[src/rtl/srt_pkg.sv]
package srt_pkg;
  typedef enum logic [1:0] {
    A_RATE_LO = 2'd0,
    A_RATE_HI = 2'd1,
    A_CTRL    = 2'd2,
    A_IEN     = 2'd3
  } srt_addr_e;

  localparam int CTRL_RUN_BIT  = 0;
  localparam int CTRL_FLAG_BIT = 1;
  localparam int IEN_BIT       = 0;
  localparam int STAT_CLR_BIT  = 5;
endpackage

[src/rtl/srt_regs.sv]
module srt_regs
  import srt_pkg::*;
#(
  parameter int DATA_W = 8,
  parameter int RATE_W = 12
) (
  input  logic              clk,
  input  logic              rst,
  input  logic              chip_rst,
  input  logic              wr,
  input  logic [1:0]        addr,
  input  logic [DATA_W-1:0] wdata,
  input  logic              flag_i,
  output logic [RATE_W-1:0] rate_o,
  output logic              run_o,
  output logic              ien_o,
  output logic              ctrl_wr_o,
  output logic [DATA_W-1:0] rdata_o
);
  localparam int LO_W = DATA_W;
  localparam int HI_W = RATE_W - DATA_W;

  logic [LO_W-1:0] rate_lo;
  logic [HI_W-1:0] rate_hi;
  logic            run_q;
  logic            ien_q;

  wire wr_lo   = wr && (addr == A_RATE_LO);
  wire wr_hi   = wr && (addr == A_RATE_HI);
  wire wr_ctrl = wr && (addr == A_CTRL);
  wire wr_ien  = wr && (addr == A_IEN);

  // rate registers are deliberately left without reset
  always_ff @(posedge clk) begin
    if (wr_lo) rate_lo <= wdata[LO_W-1:0];
    if (wr_hi) rate_hi <= wdata[HI_W-1:0];
  end

  always_ff @(posedge clk) begin
    if (rst || chip_rst) begin
      run_q <= 1'b0;
      ien_q <= 1'b0;
    end else begin
      if (wr_ctrl) run_q <= wdata[CTRL_RUN_BIT];
      if (wr_ien)  ien_q <= wdata[IEN_BIT];
    end
  end

  always_comb begin
    rdata_o = '0;
    case (addr)
      A_RATE_LO: rdata_o[LO_W-1:0] = rate_lo;
      A_RATE_HI: rdata_o[HI_W-1:0] = rate_hi;
      A_CTRL: begin
        rdata_o[CTRL_RUN_BIT]  = run_q;
        rdata_o[CTRL_FLAG_BIT] = flag_i;
      end
      default:   rdata_o[IEN_BIT] = ien_q;
    endcase
  end

  assign rate_o    = {rate_hi, rate_lo};
  assign run_o     = run_q;
  assign ien_o     = ien_q;
  assign ctrl_wr_o = wr_ctrl;
endmodule

[src/rtl/srt_phase_acc.sv]
module srt_phase_acc #(
  parameter int RATE_W = 12,
  parameter int ACC_W  = 19
) (
  input  logic              clk,
  input  logic              rst,
  input  logic              chip_rst,
  input  logic              run_i,
  input  logic [RATE_W-1:0] rate_i,
  output logic              run_act_o,
  output logic              ovf_o,
  output logic              tick_o,
  output logic [ACC_W-1:0]  acc_o
);
  logic             run_sync;
  logic [ACC_W-1:0] acc_q;
  logic             tick_q;
  logic [ACC_W:0]   step;

  // one accumulation step: {carry, sum}
  function automatic logic [ACC_W:0] phase_step(input logic [ACC_W-1:0] a,
                                                input logic [RATE_W-1:0] r);
    phase_step = {1'b0, a} + {{(ACC_W+1-RATE_W){1'b0}}, r};
  endfunction

  always_ff @(posedge clk) begin
    if (rst || chip_rst) run_sync <= 1'b0;
    else                 run_sync <= run_i;
  end

  // start waits for the synced copy, stop acts at once
  assign run_act_o = run_i && run_sync;
  assign step      = phase_step(acc_q, rate_i);
  assign ovf_o     = run_act_o && step[ACC_W];

  always_ff @(posedge clk) begin
    if (rst || chip_rst || !run_act_o) begin
      acc_q  <= '0;
      tick_q <= 1'b0;
    end else begin
      acc_q  <= step[ACC_W-1:0];
      tick_q <= step[ACC_W];
    end
  end

  assign tick_o = tick_q;
  assign acc_o  = acc_q;
endmodule

[src/rtl/srt_irq_flag.sv]
module srt_irq_flag (
  input  logic clk,
  input  logic rst,
  input  logic chip_rst,
  input  logic set_i,
  input  logic clr_i,
  input  logic ien_i,
  output logic flag_o,
  output logic irq_o
);
  logic flag_q;

  always_ff @(posedge clk) begin
    if (rst || chip_rst || clr_i) flag_q <= 1'b0;
    else if (set_i)               flag_q <= 1'b1;
  end

  assign flag_o = flag_q;
  assign irq_o  = flag_q && ien_i;
endmodule

[src/rtl/srate_tick_gen.sv]
module srate_tick_gen
  import srt_pkg::*;
#(
  parameter int DATA_W = 8,
  parameter int RATE_W = 12,
  parameter int ACC_W  = 19
) (
  input  logic              clk,
  input  logic              rst,
  input  logic              chip_rst,
  input  logic              reg_wr,
  input  logic [1:0]        reg_addr,
  input  logic [DATA_W-1:0] reg_wdata,
  output logic [DATA_W-1:0] reg_rdata,
  input  logic              stat_wr,
  input  logic [DATA_W-1:0] stat_wdata,
  output logic              tick_o,
  output logic              irq_o
);
  logic [RATE_W-1:0] rate;
  logic              run_q;
  logic              ien;
  logic              ctrl_wr;
  logic              irq_flag;
  logic              run_act;
  logic              ovf_evt;
  logic [ACC_W-1:0]  acc;
  logic              flag_clr;

  srt_regs #(.DATA_W(DATA_W), .RATE_W(RATE_W)) u_regs (
    .clk(clk), .rst(rst), .chip_rst(chip_rst),
    .wr(reg_wr), .addr(reg_addr), .wdata(reg_wdata),
    .flag_i(irq_flag), .rate_o(rate), .run_o(run_q), .ien_o(ien),
    .ctrl_wr_o(ctrl_wr), .rdata_o(reg_rdata)
  );

  srt_phase_acc #(.RATE_W(RATE_W), .ACC_W(ACC_W)) u_acc (
    .clk(clk), .rst(rst), .chip_rst(chip_rst),
    .run_i(run_q), .rate_i(rate),
    .run_act_o(run_act), .ovf_o(ovf_evt), .tick_o(tick_o), .acc_o(acc)
  );

  assign flag_clr = ctrl_wr || !run_q || (stat_wr && stat_wdata[STAT_CLR_BIT]);

  srt_irq_flag u_flag (
    .clk(clk), .rst(rst), .chip_rst(chip_rst),
    .set_i(ovf_evt), .clr_i(flag_clr), .ien_i(ien),
    .flag_o(irq_flag), .irq_o(irq_o)
  );
endmodule

[config.mk]
export PLATFORM = sky130hd
export DESIGN_NAME = srate_tick_gen
export DESIGN_NICKNAME = d
export VERILOG_FILES = /design/src/rtl/srt_pkg.sv /design/src/rtl/srt_regs.sv /design/src/rtl/srt_phase_acc.sv /design/src/rtl/srt_irq_flag.sv /design/src/rtl/srate_tick_gen.sv
export SDC_FILE = /design/constraint.sdc
export NUM_CORES = 1
export LEC_CHECK = 0
export BUFFER_PORTS_ARGS = -buffer_cell sky130_fd_sc_hd__buf_4
export CORE_UTILIZATION = 40
export DETAILED_ROUTE_END_ITERATION = 6
export GPL_TIMING_DRIVEN = 0
export SYNTH_ARGS = -nofsm -noshare
export SYNTH_HDL_FRONTEND = slang
export SYNTH_SLANG_ARGS = --single-unit
export TNS_END_PERCENT = 10
[constraint.sdc]
create_clock -name clk -period 2 [get_ports clk]
set_input_delay 0.2 -clock clk [delete_from_list [all_inputs] [get_ports clk]]
set_output_delay 0.2 -clock clk [all_outputs]
set_load 0.01 [all_outputs]
* Word-level counts from Yosys, hierarchy flattened
Index checks and enable logic that the tools add are counted.
Word-level totals: flip-flop bits (word level) 36, ROM bits 0, memories 0, memory bits (writable) 0, latch bits 0, input bits 23
Operators by class: $mul 0, equal/unequal tests 3, reductions and logical operators 16, div/mod/pow operators 0, multiplexer cells 4, add/sub/neg operators 1, order comparisons 0, shifts and indexed selects 0, bitwise gates (word level) 0
Operator list (count):
- 19-bit by 12-bit adder with 20-bit output | 1
- 1-bit logical AND | 8
- 1-bit case mux with 3 select lines | 2
- 1-bit logical OR | 5
- 2-bit == test (second input constant) | 2
- 4-bit 2-to-1 mux | 1
- 2-bit case mux with 2 select lines | 1
- 2-bit by 1-bit == test with 1-bit output (second input constant) | 1
- 1-bit logical NOT | 2
- 2-bit logical NOT | 1

* Depth between registers and ports, before layout
Gate-level depths: netlist of run 1.
depth in word-level cells 5, gate-level depth with buffers 7, gate-level depth less buffers 7

* By module
A second synthesis of run 1 with hierarchy kept.
Second synthesis, totals: cells, all modules 211, area total of the unflattened synthesis 2132.0 um^2
Modules (own cells, without submodules):
- srt_phase_acc | sequential area each 420.4 um^2, area an instance 1485.2 um^2, cells each 166, instances 1
- srt_regs | sequential area each 400.4 um^2, area an instance 593.1 um^2, cells each 39, instances 1
- srt_irq_flag | sequential area each 20.0 um^2, area an instance 42.5 um^2, cells each 4, instances 1
- srate_tick_gen | sequential area each 0.0 um^2, area an instance 11.3 um^2, cells each 2, instances 1

* Least setup slack after synthesis of run 1
No wires, ideal clock.
path type flip-flop to flip-flop, from register u_regs.rate_lo[0], to register u_acc.acc_q[8], in the netlist u_acc.acc_o[8], slack -0.106 ns, stages on the path, launching flop included 8, path buffers 0, clock period less this slack 2.106 ns, arrival 2.033 ns, required time 1.927 ns, cells stage by stage edfxtp_1 ha_1 fa_1 a21oi_1 o21ai_1 or4_1 and3_1 nor3_2
On the way: longest elaborated chain between the ends 1
Ends and longest elaborated chain:
- start: declaration | line srt_regs.sv:23 | logic [LO_W-1:0] rate_lo;
- start signal: assignment | line srt_regs.sv:35 | if (wr_lo) rate_lo <= wdata[LO_W-1:0];
- 19-bit by 12-bit adder with 20-bit output | line srt_phase_acc.sv:23 | phase_step = {1'b0, a} + {{(ACC_W+1-RATE_W){1'b0}}, r};
- end signal: assignment | line srt_phase_acc.sv:41 | acc_q <= step[ACC_W-1:0];
- end: declaration | line srt_phase_acc.sv:16 | logic [ACC_W-1:0] acc_q;
No other way between the ends. A chain may end at the register's enable or synchronous reset.

* Final worst setup path of run 1
from register u_regs.rate_lo[0], to register u_acc.acc_q[16], in the netlist u_acc.acc_o[16]
The elaborated chain is that of the path after synthesis.

==> report_table.html, run 1 <==
<table>
<tr><th>Metric</th><th>Value</th></tr>
<tr><th colspan="2">Worst setup path</th></tr>
<tr><td>Setup crit end kind</td><td>flop</td></tr>
<tr><td>Setup crit start kind</td><td>flop</td></tr>
<tr><td>Critical path fanouts, max</td><td>4</td></tr>
<tr><td>Worst Reg2Reg Path Length in Cells</td><td>8</td></tr>
<tr><td>Crit path DAT</td><td>2.26 ns</td></tr>
<tr><td>R2R Setup Slk</td><td>-0.08 ns</td></tr>
<tr><td>R2r startpoint</td><td>u_regs.rate_lo[0]$_DFFE_PP_</td></tr>
<tr><td>Required time at the worst-slack endpoint</td><td>2.18 ns</td></tr>
<tr><td>WS Path Type</td><td>reg -&gt; reg</td></tr>
<tr><td>Longest individual stage delay on the worst path</td><td>0.45 ns</td></tr>
<tr><td>Cell type of the slowest stage on the worst timing path</td><td>sky130_fd_sc_hd__edfxtp_1</td></tr>
<tr><td>Destination of the worst register-to-register timing path</td><td>u_acc.acc_o[16]$_SDFF_PP0_</td></tr>
<tr><td>Crit path cell chain</td><td>ha_4 &gt; fa_2 &gt; a21oi_2 &gt; buf_4 &gt; o211ai_4 &gt; a211oi_4 &gt; or4_1 &gt; nand2_1</td></tr>
<tr><th colspan="2">Synthesis</th></tr>
<tr><td>Top cells by instance count after synthesis</td><td>24 x sky130_fd_sc_hd__dfxtp_1, 20 x sky130_fd_sc_hd__a21oi_1, 18 x sky130_fd_sc_hd__nor2_1</td></tr>
<tr><td>Area share of the leading cell type in the synthesized netlist</td><td>24.4%</td></tr>
<tr><td>Sequential cell area fraction in the yosys report</td><td>42.8%</td></tr>
<tr><td>Proportion of synthesized area in mux cells</td><td>4.20%</td></tr>
<tr><td>Number of synthesis warnings</td><td>0</td></tr>
<tr><td>Largest cells by area after synthesis</td><td>sky130_fd_sc_hd__dfxtp_1 24%, sky130_fd_sc_hd__edfxtp_1 18%, sky130_fd_sc_hd__ha_1 7.6%</td></tr>
<tr><td>Synthesized-area fraction occupied by xor and xnor cells</td><td>3.56%</td></tr>
<tr><td>Async set-or-reset flop fraction in the synthesized netlist</td><td>0%</td></tr>
<tr><td>Post-Synthesis Net Count</td><td>237</td></tr>
<tr><td>Simple-gate portion of the synthesized area</td><td>21.6%</td></tr>
<tr><td>Cell with the most instances after synthesis</td><td>sky130_fd_sc_hd__dfxtp_1</td></tr>
<tr><td>Largest family of logic cells by synthesized area</td><td>simple AND/OR/NAND/NOR gates</td></tr>
<tr><td>Syn Std Cell Area</td><td>1970 um2</td></tr>
<tr><td>Post-synthesis cell type with the largest combined area</td><td>sky130_fd_sc_hd__dfxtp_1</td></tr>
<tr><td>Number of synthesized register bits</td><td>36</td></tr>
<tr><td>Avg Cell Area, Syn</td><td>9.78 um2</td></tr>
<tr><td>Number of unique standard cell types used by synthesis</td><td>47</td></tr>
<tr><td>Post-synthesis instance total</td><td>201</td></tr>
<tr><td>Most instantiated flip-flop cell in the synthesis netlist</td><td>sky130_fd_sc_hd__dfxtp_1</td></tr>
<tr><td>Compound-Gate Fraction of Synth Area</td><td>17.3%</td></tr>
<tr><td>Post-synth EDFFs</td><td>12</td></tr>
<tr><td>Synthesized-area fraction occupied by adder cells</td><td>8.66%</td></tr>
<tr><th colspan="2">GRT</th></tr>
<tr><td>Via count of the first global-routing pass</td><td>1,566</td></tr>
<tr><td>Total gr overflow</td><td>0</td></tr>
<tr><td>Total GRT Usage</td><td>17.8%</td></tr>
<tr><td>First-pass GRT wire length</td><td>7130 um</td></tr>
<tr><td>Largest net degree at the start of global routing</td><td>13</td></tr>
<tr><td>Antenna violations before repair</td><td>0</td></tr>
<tr><th colspan="2">Clock network</th></tr>
<tr><td>Clock buffers created by TritonCTS</td><td>5</td></tr>
<tr><td>Later-pin clock latency in the skew report</td><td>0.29 ns</td></tr>
<tr><td>Number of hold buffers added after cts</td><td>0</td></tr>
<tr><td>CTS root buf</td><td>sky130_fd_sc_hd__clkbuf_8</td></tr>
<tr><td>CTS H-tree lvls</td><td>2</td></tr>
<tr><td>CTS clk-pin slew, worst paths</td><td>0.08 ns</td></tr>
<tr><td>Number of sinks driven by the clock tree</td><td>36</td></tr>
<tr><td>Clock tree buffer depth</td><td>2</td></tr>
<tr><td>TritonCTS clock tree</td><td>done</td></tr>
<tr><th colspan="2">Worst hold path</th></tr>
<tr><td>Source of the worst hold timing path</td><td>reg_wdata[7]</td></tr>
<tr><td>Hold crit path type</td><td>in -&gt; reg</td></tr>
<tr><td>Hold endpoint</td><td>u_regs.rate_lo[7]$_DFFE_PP_</td></tr>
<tr><td>Number of cells on the worst hold path</td><td>1</td></tr>
<tr><th colspan="2">STA</th></tr>
<tr><td>Share of the clock period used by the worst path</td><td>104%</td></tr>
<tr><td>Final hold violations</td><td>0</td></tr>
<tr><td>Max Slew Vio Count</td><td>0</td></tr>
<tr><td>Min Clock Period, post-route</td><td>2.08 ns</td></tr>
<tr><td>Slack of the critical path</td><td>-0.0807 ns</td></tr>
<tr><td>Setup Viol. Count Final</td><td>4</td></tr>
<tr><td>Clock skew</td><td>0.00435 ns</td></tr>
<tr><td>Fmax</td><td>481 MHz</td></tr>
<tr><td>Slew headroom</td><td>63.1%</td></tr>
<tr><td>Slew of the pin with the lowest slew margin</td><td>0.553 ns</td></tr>
<tr><td>Setup repair after global routing missed its margin</td><td>yes</td></tr>
<tr><td>Final hold slack</td><td>0.0849 ns</td></tr>
<tr><th colspan="2">Final layout</th></tr>
<tr><td>Fraction of layout cells with a size suffix above 1</td><td>31.5%</td></tr>
<tr><td>Final Cell Area</td><td>2500 um2</td></tr>
<tr><td>Number of diodes</td><td>0</td></tr>
<tr><td>Layout Utilization</td><td>53.0%</td></tr>
<tr><td>Synth-to-layout area growth</td><td>27.4%</td></tr>
<tr><td>Number of nets in the layout</td><td>273</td></tr>
<tr><th colspan="2">Detailed routing</th></tr>
<tr><td>Average via count per standard cell</td><td>5.16</td></tr>
<tr><td>Router iterations before antenna repair</td><td>4</td></tr>
<tr><td>Routed vias</td><td>1,574</td></tr>
<tr><td>DRC violation count after routing</td><td>0</td></tr>
<tr><td>Initial detailed-routing violation count</td><td>106</td></tr>
<tr><td>Post-DR wirelength/cell</td><td>13.6 um</td></tr>
<tr><td>Post-route antenna net violation count</td><td>0</td></tr>
<tr><td>Wire length reported by the detailed router</td><td>4130 um</td></tr>
<tr><th colspan="2">Pwr</th></tr>
<tr><td>Ratio of total power to cell area</td><td>613 nW/um2</td></tr>
<tr><td>Maximum vdd ir drop</td><td>0.327 mV</td></tr>
<tr><td>Static power due to leakage</td><td>0.978 nW</td></tr>
<tr><th colspan="2">Die</th></tr>
<tr><td>I/O pin count</td><td>33</td></tr>
<tr><td>Area of the core</td><td>4720 um2</td></tr>
<tr><td>Area of the die</td><td>5200 um2</td></tr>
<tr><td>Number of rows created at floorplan</td><td>25</td></tr>
<tr><td>DIE HEIGHT</td><td>72.1 um</td></tr>
<tr><td>Die extent in x</td><td>72.1 um</td></tr>
<tr><td>Initial core utilization</td><td>41.6%</td></tr>
<tr><th colspan="2">Placed design</th></tr>
<tr><td>Port-buffer cells</td><td>23</td></tr>
<tr><td>Total half-perimeter wirelength after legalization and detailed placement</td><td>3030 um</td></tr>
<tr><td>Final estimated routing congestion in global placement</td><td>0.866</td></tr>
<tr><td>Placement-stage cell area</td><td>2230 um2</td></tr>
<tr><th colspan="2">Run status</th></tr>
<tr><td>Failing checks</td><td>setup timing</td></tr>
<tr><td>Run status</td><td>complete, but fails checks</td></tr>
<tr><th colspan="2">Job</th></tr>
<tr><td>Max-capacitance violation count</td><td>0</td></tr>
</table>
==> layout by cell type, fill, tap and decap left out, drive strengths merged, types with 2 or more instances in the layout <==
cell / count
a211oi: 2
a21o: 6
a21oi: 21
and2: 7
and3: 6
buf: 31
clkbuf: 8
dfxtp: 24
edfxtp: 12
ha: 12
inv: 4
mux2i: 6
nand2: 19
nand2b: 2
nand3: 11
nand3b: 2
nand4: 3
nor2: 18
nor3: 4
nor3b: 3
o211ai: 5
o21ai: 9
or4: 3
xnor2: 3
xor2: 5
==> state kept, by name, indices dropped and copies added (netlist names) <==
name	cells
u_acc.acc_o	19
u_acc.run_sync	1
u_acc.tick_o	1
u_flag.flag_o	1
u_regs.ien_o	1
u_regs.rate_hi	4
u_regs.rate_lo	8
u_regs.run_o	1
==> power breakdown <==
part | leakage, nW | switching, mW | internal, mW
clock network | 0.0541 | 0.269 | 0.369
registers | 0.303 | 0.0100 | 0.769
logic | 0.621 | 0.0607 | 0.0573
total | 0.978 | 0.340 | 1.19
==> worst max-delay path, delay by kind of cell, from the launching register on <==
family	cells	cell delay (ns)
simple gates	2	0.20
flops	1	0.45
compound gates	3	0.64
fa+ha+maj	2	0.54
buf+inv	1	0.14
==> metal layers <==
metal	vias to the layer above	share of wire (%)	global-route usage, %	wire length, um
met4	0	1.1	4.58	45
met2	27	46	29.1	1910
met3	6	3.0	4.31	122
met5	-	0	0	0
li1	805	-	-	-
met1	736	50	23.7	2060
==> area by class of cell <==
| type | count | area (um2) |
|---|---|---|
| sequential | 36 | 841 |
| inverter | 4 | 15.0 |
| clock inverter | 3 | 42.5 |
| tap | 67 | 83.8 |
| clock buffer | 5 | 68.8 |
| multi-input combinational | 156 | 1210 |
| timing repair buffer | 29 | 218 |
| fill | 433 | 2220 |
| buffer | 5 | 23.8 |
==> kinds of logic (layout without fill, tap and decap cells) <==
| family | count (synthesis) | after routing |
|---|---|---|
| AND/OR/NAND/NOR | 79 | 79 |
| XOR/XNOR | 8 | 8 |
| flip-flops | 36 | 36 |
| AO/OA/AOI/OAI | 49 | 49 |
| adder cells (fa/ha/maj) | 13 | 13 |
| multiplexers | 7 | 7 |
| buffers and inverters | 9 | 46 |
==> how the worst max path moves through the flow <==
stage	start	endpoint	slack, ns	depth (start not counted)
2_1_floorplan	u_regs.rate_lo[0]$_DFFE_PP_	u_acc.acc_o[8]$_SDFF_PP0_	0.03	7
3_3_place_gp	u_regs.rate_lo[0]$_DFFE_PP_	u_acc.acc_o[8]$_SDFF_PP0_	-0.09	7
3_5_place_dp	u_regs.rate_lo[0]$_DFFE_PP_	u_acc.acc_o[8]$_SDFF_PP0_	-0.12	7
4_1_cts	u_regs.rate_lo[0]$_DFFE_PP_	u_acc.acc_o[8]$_SDFF_PP0_	-0.1	7
5_1_grt	u_regs.rate_lo[0]$_DFFE_PP_	u_acc.acc_o[16]$_SDFF_PP0_	-0.17	8
6_report	u_regs.rate_lo[0]$_DFFE_PP_	u_acc.acc_o[16]$_SDFF_PP0_	-0.08	8
==> timing repair <==
item | in CTS | in global routing
buffers inserted | 4 | 2
pin swaps | 9 | 10
setup endpoints to repair | 7 | 12
resized for setup | 7 | 17
==> through the flow <==
step | instances | total power [mW] | setup TNS (ns) | worst slack, ns
after global placement | 291 | 0.904 | -0.140 | -0.0916
final | 305 | 1.53 | -0.185 | -0.0807
after global routing | 305 | 1.60 | -0.654 | -0.173
after CTS | 303 | 1.54 | -0.315 | -0.0972
after detailed placement | 291 | 0.905 | -0.235 | -0.116
after floorplan | 201 | 0.852 | 0 | 0.0266
No activity file was read; power rests on OpenSTA's default activity.
==> run 2, diff against run 1 <==
- SYNTH_HIERARCHICAL: unset -> 1
==> run 2 against run 1 <==
- the run still ends with setup timing left
- clock power down 18%
- combinational power is 7% higher
- sequential power about the same
- core utilization fell by 2.5 points
- clock-buffer cell count up 1
- total power decreased by 7.2%
- critical path type unchanged
- largest cell class unchanged
==> report_table.html, run 2 <==
<table>
<tr><th>Metric</th><th>Value</th></tr>
<tr><th colspan="2">GRT</th></tr>
<tr><td>Total gr overflow</td><td>0 (unchanged)</td></tr>
<tr><td>Antenna violations before repair</td><td>0 (unchanged)</td></tr>
<tr><td>Total GRT Usage</td><td>17.8% (about the same)</td></tr>
<tr><td>Via count of the first global-routing pass</td><td>1,582 (+1.0%)</td></tr>
<tr><td>Largest net degree at the start of global routing</td><td>13 (unchanged)</td></tr>
<tr><td>First-pass GRT wire length</td><td>7310 um (+2.5%)</td></tr>
<tr><th colspan="2">Die</th></tr>
<tr><td>DIE HEIGHT</td><td>74.9 um (+3.9%)</td></tr>
<tr><td>Area of the core</td><td>5110 um2 (+8.1%)</td></tr>
<tr><td>Initial core utilization</td><td>41.7% (+0.055 points)</td></tr>
<tr><td>I/O pin count</td><td>33 (unchanged)</td></tr>
<tr><td>Number of rows created at floorplan</td><td>26 (+4.0%)</td></tr>
<tr><td>Area of the die</td><td>5620 um2 (+8.0%)</td></tr>
<tr><td>Die extent in x</td><td>74.9 um (+3.9%)</td></tr>
<tr><th colspan="2">Final layout</th></tr>
<tr><td>Multi-input gate area in the final layout</td><td>1310 um2 (+8.1%)</td></tr>
<tr><td>Most frequent cells in the layout</td><td>24 x sky130_fd_sc_hd__buf_4, 24 x sky130_fd_sc_hd__dfxtp_1, 17 x sky130_fd_sc_hd__nor2_1</td></tr>
<tr><td>Number of inserted filler cells in the final layout</td><td>507 (+17%)</td></tr>
<tr><td>Seq. cell area</td><td>841 um2 (unchanged)</td></tr>
<tr><td>Synth-to-layout area growth</td><td>21.1%</td></tr>
<tr><td>Final Cell Area</td><td>2580 um2 (+2.9%)</td></tr>
<tr><td>Max reg flops</td><td>19 (unchanged)</td></tr>
<tr><td>Number of nets in the layout</td><td>277 (+1.5%)</td></tr>
<tr><td>Number of diodes</td><td>0 (unchanged)</td></tr>
<tr><td>Fraction of layout cells with a size suffix above 1</td><td>26.9% (-4.7 points)</td></tr>
<tr><th colspan="2">Run status</th></tr>
<tr><td>Failing checks</td><td>setup timing</td></tr>
<tr><td>Run status</td><td>complete, but fails checks</td></tr>
<tr><th colspan="2">Synthesis</th></tr>
<tr><td>Post-Synthesis Net Count</td><td>246 (+3.8%)</td></tr>
<tr><td>Number of synthesis warnings</td><td>6 (+6)</td></tr>
<tr><td>Syn Std Cell Area</td><td>2130 um2 (+8.3%)</td></tr>
<tr><td>Avg Cell Area, Syn</td><td>10.1 um2 (+3.6%)</td></tr>
<tr><td>Post-synthesis instance total</td><td>210 (+4.5%)</td></tr>
<tr><th colspan="2">Pwr</th></tr>
<tr><td>Total power draw</td><td>1.42 mW (-7.2%)</td></tr>
<tr><td>Ratio of total power to cell area</td><td>553 nW/um2 (-9.8%)</td></tr>
<tr><td>Maximum vdd ir drop</td><td>0.422 mV (+29%)</td></tr>
<tr><td>Static power due to leakage</td><td>0.976 nW (-0.20%)</td></tr>
<tr><th colspan="2">Clock network</th></tr>
<tr><td>CTS H-tree lvls</td><td>2 (unchanged)</td></tr>
<tr><td>CTS clk-pin slew, worst paths</td><td>0.08 ns (about the same)</td></tr>
<tr><td>Clock tree buffer depth</td><td>2 (unchanged)</td></tr>
<tr><td>TritonCTS clock tree</td><td>done</td></tr>
<tr><td>Later-pin clock latency in the skew report</td><td>0.30 ns (about the same)</td></tr>
<tr><td>Number of hold buffers added after cts</td><td>0 (unchanged)</td></tr>
<tr><td>Number of sinks driven by the clock tree</td><td>36 (unchanged)</td></tr>
<tr><td>Clock buffers created by TritonCTS</td><td>5 (unchanged)</td></tr>
<tr><td>CTS root buf</td><td>sky130_fd_sc_hd__clkbuf_8</td></tr>
<tr><th colspan="2">Detailed routing</th></tr>
<tr><td>Post-route antenna net violation count</td><td>0 (unchanged)</td></tr>
<tr><td>Wire length reported by the detailed router</td><td>4640 um (+12%)</td></tr>
<tr><td>Post-DR wirelength/cell</td><td>14.9 um (+9.7%)</td></tr>
<tr><td>Routed vias</td><td>1,728 (+9.8%)</td></tr>
<tr><td>Average via count per standard cell</td><td>5.54 (+7.3%)</td></tr>
<tr><td>DRC violation count after routing</td><td>0 (unchanged)</td></tr>
<tr><td>Initial detailed-routing violation count</td><td>78 (-26%)</td></tr>
<tr><td>Router iterations before antenna repair</td><td>6 (+2)</td></tr>
<tr><th colspan="2">Worst setup path</th></tr>
<tr><td>Combined buffer and inverter count along the critical path</td><td>0 (-1)</td></tr>
<tr><td>Crit path DAT</td><td>2.35 ns (+0.09 ns)</td></tr>
<tr><td>Crit-path leading delay family</td><td>simple AND/OR/NAND/NOR gates</td></tr>
<tr><td>Setup crit end kind</td><td>flop</td></tr>
<tr><td>Worst Reg2Reg Path Length in Cells</td><td>8 (unchanged)</td></tr>
<tr><td>R2R Setup Slk</td><td>-0.13 ns (-0.05 ns)</td></tr>
<tr><td>Crit path cell chain</td><td>ha_2 &gt; nand4_2 &gt; o22ai_1 &gt; or2_4 &gt; o21ai_2 &gt; a211oi_1 &gt; nor2_1 &gt; nor4_2</td></tr>
<tr><td>Cell type of the slowest stage on the worst timing path</td><td>sky130_fd_sc_hd__edfxtp_1</td></tr>
<tr><td>Setup crit start kind</td><td>flop</td></tr>
<tr><td>Required time at the worst-slack endpoint</td><td>2.22 ns (+0.04 ns)</td></tr>
<tr><td>Destination of the worst register-to-register timing path</td><td>u_flag/flag_o$_SDFFE_PP0P_</td></tr>
<tr><td>R2r startpoint</td><td>u_regs/rate_hi[2]$_DFFE_PP_</td></tr>
<tr><td>Critical path fanouts, max</td><td>7 (+3)</td></tr>
<tr><td>WS Path Type</td><td>reg -&gt; reg</td></tr>
<tr><td>Longest individual stage delay on the worst path</td><td>0.44 ns (about the same)</td></tr>
<tr><th colspan="2">STA</th></tr>
<tr><td>Clock skew</td><td>0.0108 ns (+0.00648 ns)</td></tr>
<tr><td>Share of the clock period used by the worst path</td><td>106% (+2.4 points)</td></tr>
<tr><td>Setup repair after global routing missed its margin</td><td>yes</td></tr>
<tr><td>Slack of the critical path</td><td>-0.129 ns (-0.0486 ns)</td></tr>
<tr><td>Setup Viol. Count Final</td><td>6 (+2)</td></tr>
<tr><td>Min Clock Period, post-route</td><td>2.13 ns (+0.0486 ns)</td></tr>
<tr><td>Max Slew Vio Count</td><td>0 (unchanged)</td></tr>
<tr><td>Slew of the pin with the lowest slew margin</td><td>0.746 ns (+0.192 ns)</td></tr>
<tr><td>Slew headroom</td><td>49.9% (-13 points)</td></tr>
<tr><td>Fmax</td><td>470 MHz (-2.3%)</td></tr>
<tr><td>Final hold violations</td><td>0 (unchanged)</td></tr>
<tr><th colspan="2">Placed design</th></tr>
<tr><td>Pre-CTS WS</td><td>-0.184 ns (-0.0683 ns)</td></tr>
<tr><td>Placement-stage cell area</td><td>2420 um2 (+8.4%)</td></tr>
<tr><td>Port-buffer cells</td><td>23 (unchanged)</td></tr>
<tr><td>Total half-perimeter wirelength after legalization and detailed placement</td><td>3340 um (+10%)</td></tr>
<tr><td>Final estimated routing congestion in global placement</td><td>0.812 (-6.2%)</td></tr>
<tr><th colspan="2">Job</th></tr>
<tr><td>Max-capacitance violation count</td><td>0 (unchanged)</td></tr>
<tr><th colspan="2">Worst hold path</th></tr>
<tr><td>Hold crit path type</td><td>in -&gt; reg</td></tr>
<tr><td>Number of cells on the worst hold path</td><td>1 (unchanged)</td></tr>
<tr><td>Hold endpoint</td><td>u_regs/rate_lo[6]$_DFFE_PP_</td></tr>
<tr><td>Source of the worst hold timing path</td><td>reg_wdata[6]</td></tr>
</table>
==> run 2: cell count changes in the layout (fill, tap and decap cells not counted), sizes merged, moves of 4 or more <==
cell | before | now
nand2 | 19 | 14
and3 | 6 | 0
a21oi | 21 | 13
nand3 | 11 | 5
nor3b | 3 | 7
==> run 2: area by class of cell <==
class / count / share of cell area [%]
buffer: 8 / 1.89
clock buffer: 6 / 2.82
clock inverter: 2 / 0.631
inverter: 3 / 0.437
multi-input combinational: 162 / 50.8
sequential: 36 / 32.6
tap: 70 / 3.40
timing repair buffer: 25 / 7.43
==> run 2: how the worst max path moves through the flow <==
stage / start / end / slack [ns] / cells past startpoint
after CTS: u_regs/rate_lo[0]$_DFFE_PP_ / u_acc/acc_o[8]$_SDFF_PP0_ / -0.15 / 7
after floorplan: u_regs/rate_lo[0]$_DFFE_PP_ / u_acc/acc_o[10]$_SDFF_PP0_ / -0.03 / 7
after detailed placement: u_regs/rate_lo[3]$_DFFE_PP_ / u_flag/flag_o$_SDFFE_PP0P_ / -0.18 / 8
final: u_regs/rate_hi[2]$_DFFE_PP_ / u_flag/flag_o$_SDFFE_PP0P_ / -0.13 / 8
after global placement: u_regs/rate_lo[3]$_DFFE_PP_ / u_flag/flag_o$_SDFFE_PP0P_ / -0.18 / 8
after global routing: u_regs/rate_hi[2]$_DFFE_PP_ / u_flag/flag_o$_SDFFE_PP0P_ / -0.24 / 8
==> run 2: routing by layer <==
metal | part of all wire [%] | vias up | track usage (%) | wire [um]
li1 | - | 860 | - | -
met1 | 48 | 807 | 22.3 | 2210
met2 | 46 | 54 | 29.9 | 2160
met3 | 4.0 | 7 | 4.42 | 184
met4 | 1.8 | 0 | 6.08 | 85
met5 | 0 | - | 0 | 0
==> run 2: stage by stage <==
step,utilization [%],hold slack (ns),instances,setup TNS [ns]
after floorplan,-,0.271,210,-0.0289
after global placement,47.4,0.378,303,-0.788
after detailed placement,47.4,0.380,303,-0.839
after CTS,49.4,0.0735,311,-0.641
after global routing,50.5,0.0690,312,-1.48
final,50.5,0.0812,312,-0.463
==> run 2: power breakdown <==
part,switching (mW),internal [mW]
sequential,0.00912,0.769
clock,0.274,0.248
combinational,0.0642,0.0614
total,0.347,1.08
==> run 2: repair_timing <==
item | 4_1_cts | 5_1_grt
endpoints found under the setup margin | 12 | 14
setup buffers | 1 | 1
resized for setup | 4 | 7
pin swaps | 3 | 2
==> run 3, diff against run 2 <==
- ABC_AREA: unset -> 1
- CORE_UTILIZATION: 40 -> 36
==> run 3 against run 2 <==
- via count increased by 8.4%
- cell count increased by 32%
- global-route usage decreased by 2.2 points
- largest cell class unchanged
- clock-buffer cell count decreased by 1
- critical endpoint unchanged
- clock skew is 0.0081 ns lower
- flip-flop and latch count did not move
- die area grew 15%
- the flow now finishes without violations
==> report_table.html, run 3 <==
<table>
<tr><th>Metric</th><th>Value</th></tr>
<tr><th colspan="2">STA</th></tr>
<tr><td>Setup repair after global routing missed its margin</td><td>no</td></tr>
<tr><td>Max Slew Vio Count</td><td>0 (unchanged)</td></tr>
<tr><td>Setup Viol. Count Final</td><td>0 (-6)</td></tr>
<tr><td>Fin Setup TNS</td><td>0 ns (+0.463 ns)</td></tr>
<tr><td>Min Clock Period, post-route</td><td>1.84 ns (-0.292 ns)</td></tr>
<tr><td>Clock skew</td><td>0.00275 ns (-0.00809 ns)</td></tr>
<tr><td>Share of the clock period used by the worst path</td><td>91.9% (-15 points)</td></tr>
<tr><td>Fmax</td><td>544 MHz (+16%)</td></tr>
<tr><td>Slew headroom</td><td>56.9% (+7.0 points)</td></tr>
<tr><td>Slew of the pin with the lowest slew margin</td><td>0.642 ns (-0.104 ns)</td></tr>
<tr><td>Final hold violations</td><td>0 (unchanged)</td></tr>
<tr><th colspan="2">Clock network</th></tr>
<tr><td>CTS clk-pin slew, worst paths</td><td>0.07 ns (about the same)</td></tr>
<tr><td>CTS root buf</td><td>sky130_fd_sc_hd__clkbuf_8</td></tr>
<tr><td>CTS H-tree lvls</td><td>2 (unchanged)</td></tr>
<tr><td>Clock tree buffer depth</td><td>2 (unchanged)</td></tr>
<tr><td>TritonCTS clock tree</td><td>done</td></tr>
<tr><td>Clock buffers created by TritonCTS</td><td>5 (unchanged)</td></tr>
<tr><td>Number of hold buffers added after cts</td><td>0 (unchanged)</td></tr>
<tr><td>Number of sinks driven by the clock tree</td><td>36 (unchanged)</td></tr>
<tr><td>Later-pin clock latency in the skew report</td><td>0.28 ns (-0.02 ns)</td></tr>
<tr><th colspan="2">Detailed routing</th></tr>
<tr><td>Router iterations before antenna repair</td><td>4 (-2)</td></tr>
<tr><td>Post-DR wirelength/cell</td><td>11.0 um (-26%)</td></tr>
<tr><td>Initial detailed-routing violation count</td><td>74 (-5.1%)</td></tr>
<tr><td>DRC violation count after routing</td><td>0 (unchanged)</td></tr>
<tr><td>Routed vias</td><td>1,873 (+8.4%)</td></tr>
<tr><td>Average via count per standard cell</td><td>4.54 (-18%)</td></tr>
<tr><td>Post-route antenna net violation count</td><td>0 (unchanged)</td></tr>
<tr><td>Wire length reported by the detailed router</td><td>4530 um (-2.4%)</td></tr>
<tr><th colspan="2">Final layout</th></tr>
<tr><td>Number of inserted filler cells in the final layout</td><td>629 (+24%)</td></tr>
<tr><td>Number of nets in the layout</td><td>373 (+35%)</td></tr>
<tr><td>Most common cell after layout, fill and taps aside</td><td>sky130_fd_sc_hd__nand2_1</td></tr>
<tr><td>Most frequent cells in the layout</td><td>89 x sky130_fd_sc_hd__nand2_1, 45 x sky130_fd_sc_hd__inv_1, 36 x sky130_fd_sc_hd__nor2_1</td></tr>
<tr><td>Max reg flops</td><td>19 (unchanged)</td></tr>
<tr><td>Final Cell Area</td><td>2600 um2 (+0.83%)</td></tr>
<tr><td>Fraction of layout cells with a size suffix above 1</td><td>20.1% (-6.7 points)</td></tr>
<tr><td>Number of diodes</td><td>0 (unchanged)</td></tr>
<tr><td>Synth-to-layout area growth</td><td>17.8%</td></tr>
<tr><td>Multi-input gate area in the final layout</td><td>1160 um2 (-12%)</td></tr>
<tr><td>Seq. cell area</td><td>841 um2 (unchanged)</td></tr>
<tr><th colspan="2">Synthesis</th></tr>
<tr><td>Most instantiated flip-flop cell in the synthesis netlist</td><td>sky130_fd_sc_hd__dfxtp_1</td></tr>
<tr><td>Sequential cell area fraction in the yosys report</td><td>38.1%</td></tr>
<tr><td>Area share of the leading cell type in the synthesized netlist</td><td>21.8%</td></tr>
<tr><td>Post-Synthesis Net Count</td><td>343 (+39%)</td></tr>
<tr><td>Number of unique standard cell types used by synthesis</td><td>26</td></tr>
<tr><td>Number of synthesis warnings</td><td>6 (unchanged)</td></tr>
<tr><td>Post-synth EDFFs</td><td>12</td></tr>
<tr><td>Post-synthesis cell type with the largest combined area</td><td>sky130_fd_sc_hd__dfxtp_1</td></tr>
<tr><td>Largest cells by area after synthesis</td><td>sky130_fd_sc_hd__dfxtp_1 22%, sky130_fd_sc_hd__edfxtp_1 16%, sky130_fd_sc_hd__nand2_1 15%</td></tr>
<tr><td>Post-synthesis instance total</td><td>307 (+46%)</td></tr>
<tr><td>Async set-or-reset flop fraction in the synthesized netlist</td><td>0%</td></tr>
<tr><td>Cell with the most instances after synthesis</td><td>sky130_fd_sc_hd__nand2_1</td></tr>
<tr><td>Number of synthesized register bits</td><td>36</td></tr>
<tr><td>Top cells by instance count after synthesis</td><td>89 x sky130_fd_sc_hd__nand2_1, 45 x sky130_fd_sc_hd__inv_1, 36 x sky130_fd_sc_hd__nor2_1</td></tr>
<tr><td>Syn Std Cell Area</td><td>2210 um2 (+3.6%)</td></tr>
<tr><td>Avg Cell Area, Syn</td><td>7.19 um2 (-29%)</td></tr>
<tr><th colspan="2">Pwr</th></tr>
<tr><td>Static power due to leakage</td><td>1.28 nW (+31%)</td></tr>
<tr><td>Total power draw</td><td>1.54 mW (+8.4%)</td></tr>
<tr><td>Maximum vdd ir drop</td><td>0.404 mV (-4.3%)</td></tr>
<tr><td>Ratio of total power to cell area</td><td>594 nW/um2 (+7.5%)</td></tr>
<tr><th colspan="2">Worst setup path</th></tr>
<tr><td>Longest individual stage delay on the worst path</td><td>0.41 ns (-0.03 ns)</td></tr>
<tr><td>Crit path DAT</td><td>2.02 ns (-0.33 ns)</td></tr>
<tr><td>Required time at the worst-slack endpoint</td><td>2.19 ns (-0.03 ns)</td></tr>
<tr><td>Most common cell on crit path</td><td>sky130_fd_sc_hd__nand2_1</td></tr>
<tr><td>R2r startpoint</td><td>u_regs/rate_lo[6]$_DFFE_PP_</td></tr>
<tr><td>Worst Reg2Reg Path Length in Cells</td><td>13 (+5)</td></tr>
<tr><td>Crit path cell chain</td><td>ha_1 &gt; nand2_1 &gt; inv_1 &gt; a21oi_1 &gt; nand2_2 &gt; nand2_1 &gt; nand2_2 &gt; nand2_1 &gt; nand2_1 &gt; nand2_1 &gt; inv_1 &gt; nor2_1 &gt; nor2_1</td></tr>
<tr><td>R2R Setup Slk</td><td>0.16 ns (+0.29 ns)</td></tr>
<tr><td>WS Path Type</td><td>reg -&gt; reg</td></tr>
<tr><td>Setup crit end kind</td><td>flop</td></tr>
<tr><td>Critical path fanouts, max</td><td>5 (-2)</td></tr>
<tr><td>Combined buffer and inverter count along the critical path</td><td>2 (+2)</td></tr>
<tr><td>Setup crit start kind</td><td>flop</td></tr>
<tr><td>Cell type of the slowest stage on the worst timing path</td><td>sky130_fd_sc_hd__edfxtp_1</td></tr>
<tr><td>Crit-path leading delay family</td><td>simple AND/OR/NAND/NOR gates</td></tr>
<tr><td>Destination of the worst register-to-register timing path</td><td>u_flag/flag_o$_SDFFE_PP0P_</td></tr>
<tr><th colspan="2">Placed design</th></tr>
<tr><td>Total half-perimeter wirelength after legalization and detailed placement</td><td>3560 um (+6.6%)</td></tr>
<tr><td>Final estimated routing congestion in global placement</td><td>0.836 (+2.9%)</td></tr>
<tr><td>Placement-stage cell area</td><td>2470 um2 (+2.2%)</td></tr>
<tr><td>Port-buffer cells</td><td>23 (unchanged)</td></tr>
<tr><th colspan="2">Job</th></tr>
<tr><td>Max-capacitance violation count</td><td>0 (unchanged)</td></tr>
<tr><th colspan="2">Die</th></tr>
<tr><td>Number of rows created at floorplan</td><td>28 (+7.7%)</td></tr>
<tr><td>Area of the die</td><td>6440 um2 (+15%)</td></tr>
<tr><td>Die extent in x</td><td>80.3 um (+7.1%)</td></tr>
<tr><td>I/O pin count</td><td>33 (unchanged)</td></tr>
<tr><td>Area of the core</td><td>5920 um2 (+16%)</td></tr>
<tr><td>Initial core utilization</td><td>37.3% (-4.4 points)</td></tr>
<tr><td>DIE HEIGHT</td><td>80.3 um (+7.1%)</td></tr>
<tr><th colspan="2">GRT</th></tr>
<tr><td>First-pass GRT wire length</td><td>7550 um (+3.3%)</td></tr>
<tr><td>Total GRT Usage</td><td>15.6% (-2.2 points)</td></tr>
<tr><td>Largest net degree at the start of global routing</td><td>13 (unchanged)</td></tr>
<tr><td>Total gr overflow</td><td>0 (unchanged)</td></tr>
<tr><td>Antenna violations before repair</td><td>0 (unchanged)</td></tr>
<tr><td>Via count of the first global-routing pass</td><td>1,727 (+9.2%)</td></tr>
<tr><th colspan="2">Run status</th></tr>
<tr><td>Run status</td><td>finished, final reports clean</td></tr>
<tr><th colspan="2">Worst hold path</th></tr>
<tr><td>Hold crit path type</td><td>in -&gt; reg</td></tr>
<tr><td>Source of the worst hold timing path</td><td>reg_wdata[4]</td></tr>
<tr><td>Hold endpoint</td><td>u_regs/rate_lo[4]$_DFFE_PP_</td></tr>
<tr><td>Number of cells on the worst hold path</td><td>1 (unchanged)</td></tr>
</table>
[run 3: cell types whose count changed in the layout (fill, tap and decap cells not counted), moves of 8 or more]
cell | before | now
sky130_fd_sc_hd__nand3_1 | 4 | 20
sky130_fd_sc_hd__inv_1 | 3 | 45
sky130_fd_sc_hd__mux2i_1 | 8 | 0
sky130_fd_sc_hd__nand2_2 | 1 | 11
sky130_fd_sc_hd__nor2_1 | 17 | 36
sky130_fd_sc_hd__nand2_1 | 13 | 89
[run 3: what timing repair did]
item                                    CTS  global route
endpoints found under the hold margin     0             0
endpoints found under the setup margin    0             4
gates resized for setup                   0             3
setup buffers                             0             0
[run 3: worst max path at each step]
stage                                start                    endpoint  slack (ns)  cells past startpoint
2_1_floorplan  u_regs/rate_lo[0]$_DFFE_PP_  u_acc/acc_o[18]$_SDFF_PP0_        0.30                     10
3_3_place_gp   u_regs/rate_lo[0]$_DFFE_PP_  u_acc/acc_o[18]$_SDFF_PP0_        0.11                     10
3_5_place_dp   u_regs/rate_lo[0]$_DFFE_PP_  u_acc/acc_o[18]$_SDFF_PP0_        0.09                     10
4_1_cts        u_regs/rate_lo[0]$_DFFE_PP_  u_acc/acc_o[18]$_SDFF_PP0_        0.07                     10
5_1_grt        u_regs/rate_lo[5]$_DFFE_PP_  u_flag/flag_o$_SDFFE_PP0P_        0.02                     13
6_report       u_regs/rate_lo[6]$_DFFE_PP_  u_flag/flag_o$_SDFFE_PP0P_        0.16                     13
[run 3: layer usage]
metal	part of all wire (%)	vias to the layer above	wire (um)	track usage [%]
met5	0	-	0	0
met3	5.0	2	228	4.20
li1	-	1017	-	-
met1	50	814	2250	19.7
met2	45	40	2020	25.5
met4	0.75	0	34	5.36
[run 3: final cells by class]
| class | count | share of cell area [%] |
|---|---|---|
| Inverter | 50 | 7.41 |
| Buffer | 3 | 1.16 |
| Sequential cell | 36 | 32.4 |
| Timing Repair Buffer | 23 | 6.64 |
| Tap cell | 75 | 3.61 |
| Clock inverter | 3 | 1.64 |
| Clock buffer | 5 | 2.65 |
| Multi-Input combinational cell | 218 | 44.5 |
[run 3: worst register-to-register path, stage by stage, from the launching register on]
cell and delay, ns:
sky130_fd_sc_hd__edfxtp_1 0.41, sky130_fd_sc_hd__ha_1 0.37, sky130_fd_sc_hd__nand2_1 0.14, sky130_fd_sc_hd__inv_1 0.05, sky130_fd_sc_hd__a21oi_1 0.17, sky130_fd_sc_hd__nand2_2 0.12, sky130_fd_sc_hd__nand2_1 0.09, sky130_fd_sc_hd__nand2_2 0.06
sky130_fd_sc_hd__nand2_1 0.06, sky130_fd_sc_hd__nand2_1 0.06, sky130_fd_sc_hd__nand2_1 0.06, sky130_fd_sc_hd__inv_1 0.04, sky130_fd_sc_hd__nor2_1 0.07, sky130_fd_sc_hd__nor2_1 0.05
[run 3: through the flow]
step	util [%]	cells	hold WS, ns	setup WS [ns]
after global routing	43.9	413	0.0740	0.0228
after global placement	41.8	405	0.382	0.106
after floorplan	-	307	0.282	0.300
after detailed placement	41.8	405	0.380	0.0890
after CTS	43.6	413	0.0760	0.0698
final	43.9	413	0.0881	0.162
[run 3: report_power, final]
group	internal, mW	switching, mW
clock	0.369	0.267
sequential	0.769	0.0106
combinational	0.0558	0.0732
total	1.19	0.351
[run 3: cells by family after synthesis]
kind of cell	after synthesis	share of synthesized area (%)
and+or+nand+nor	178	37.7
buffers and inverters	53	10.1
DFF	36	38.1
AOI/OAI and AO/OA	27	6.41
adders and majority gates	13	7.71
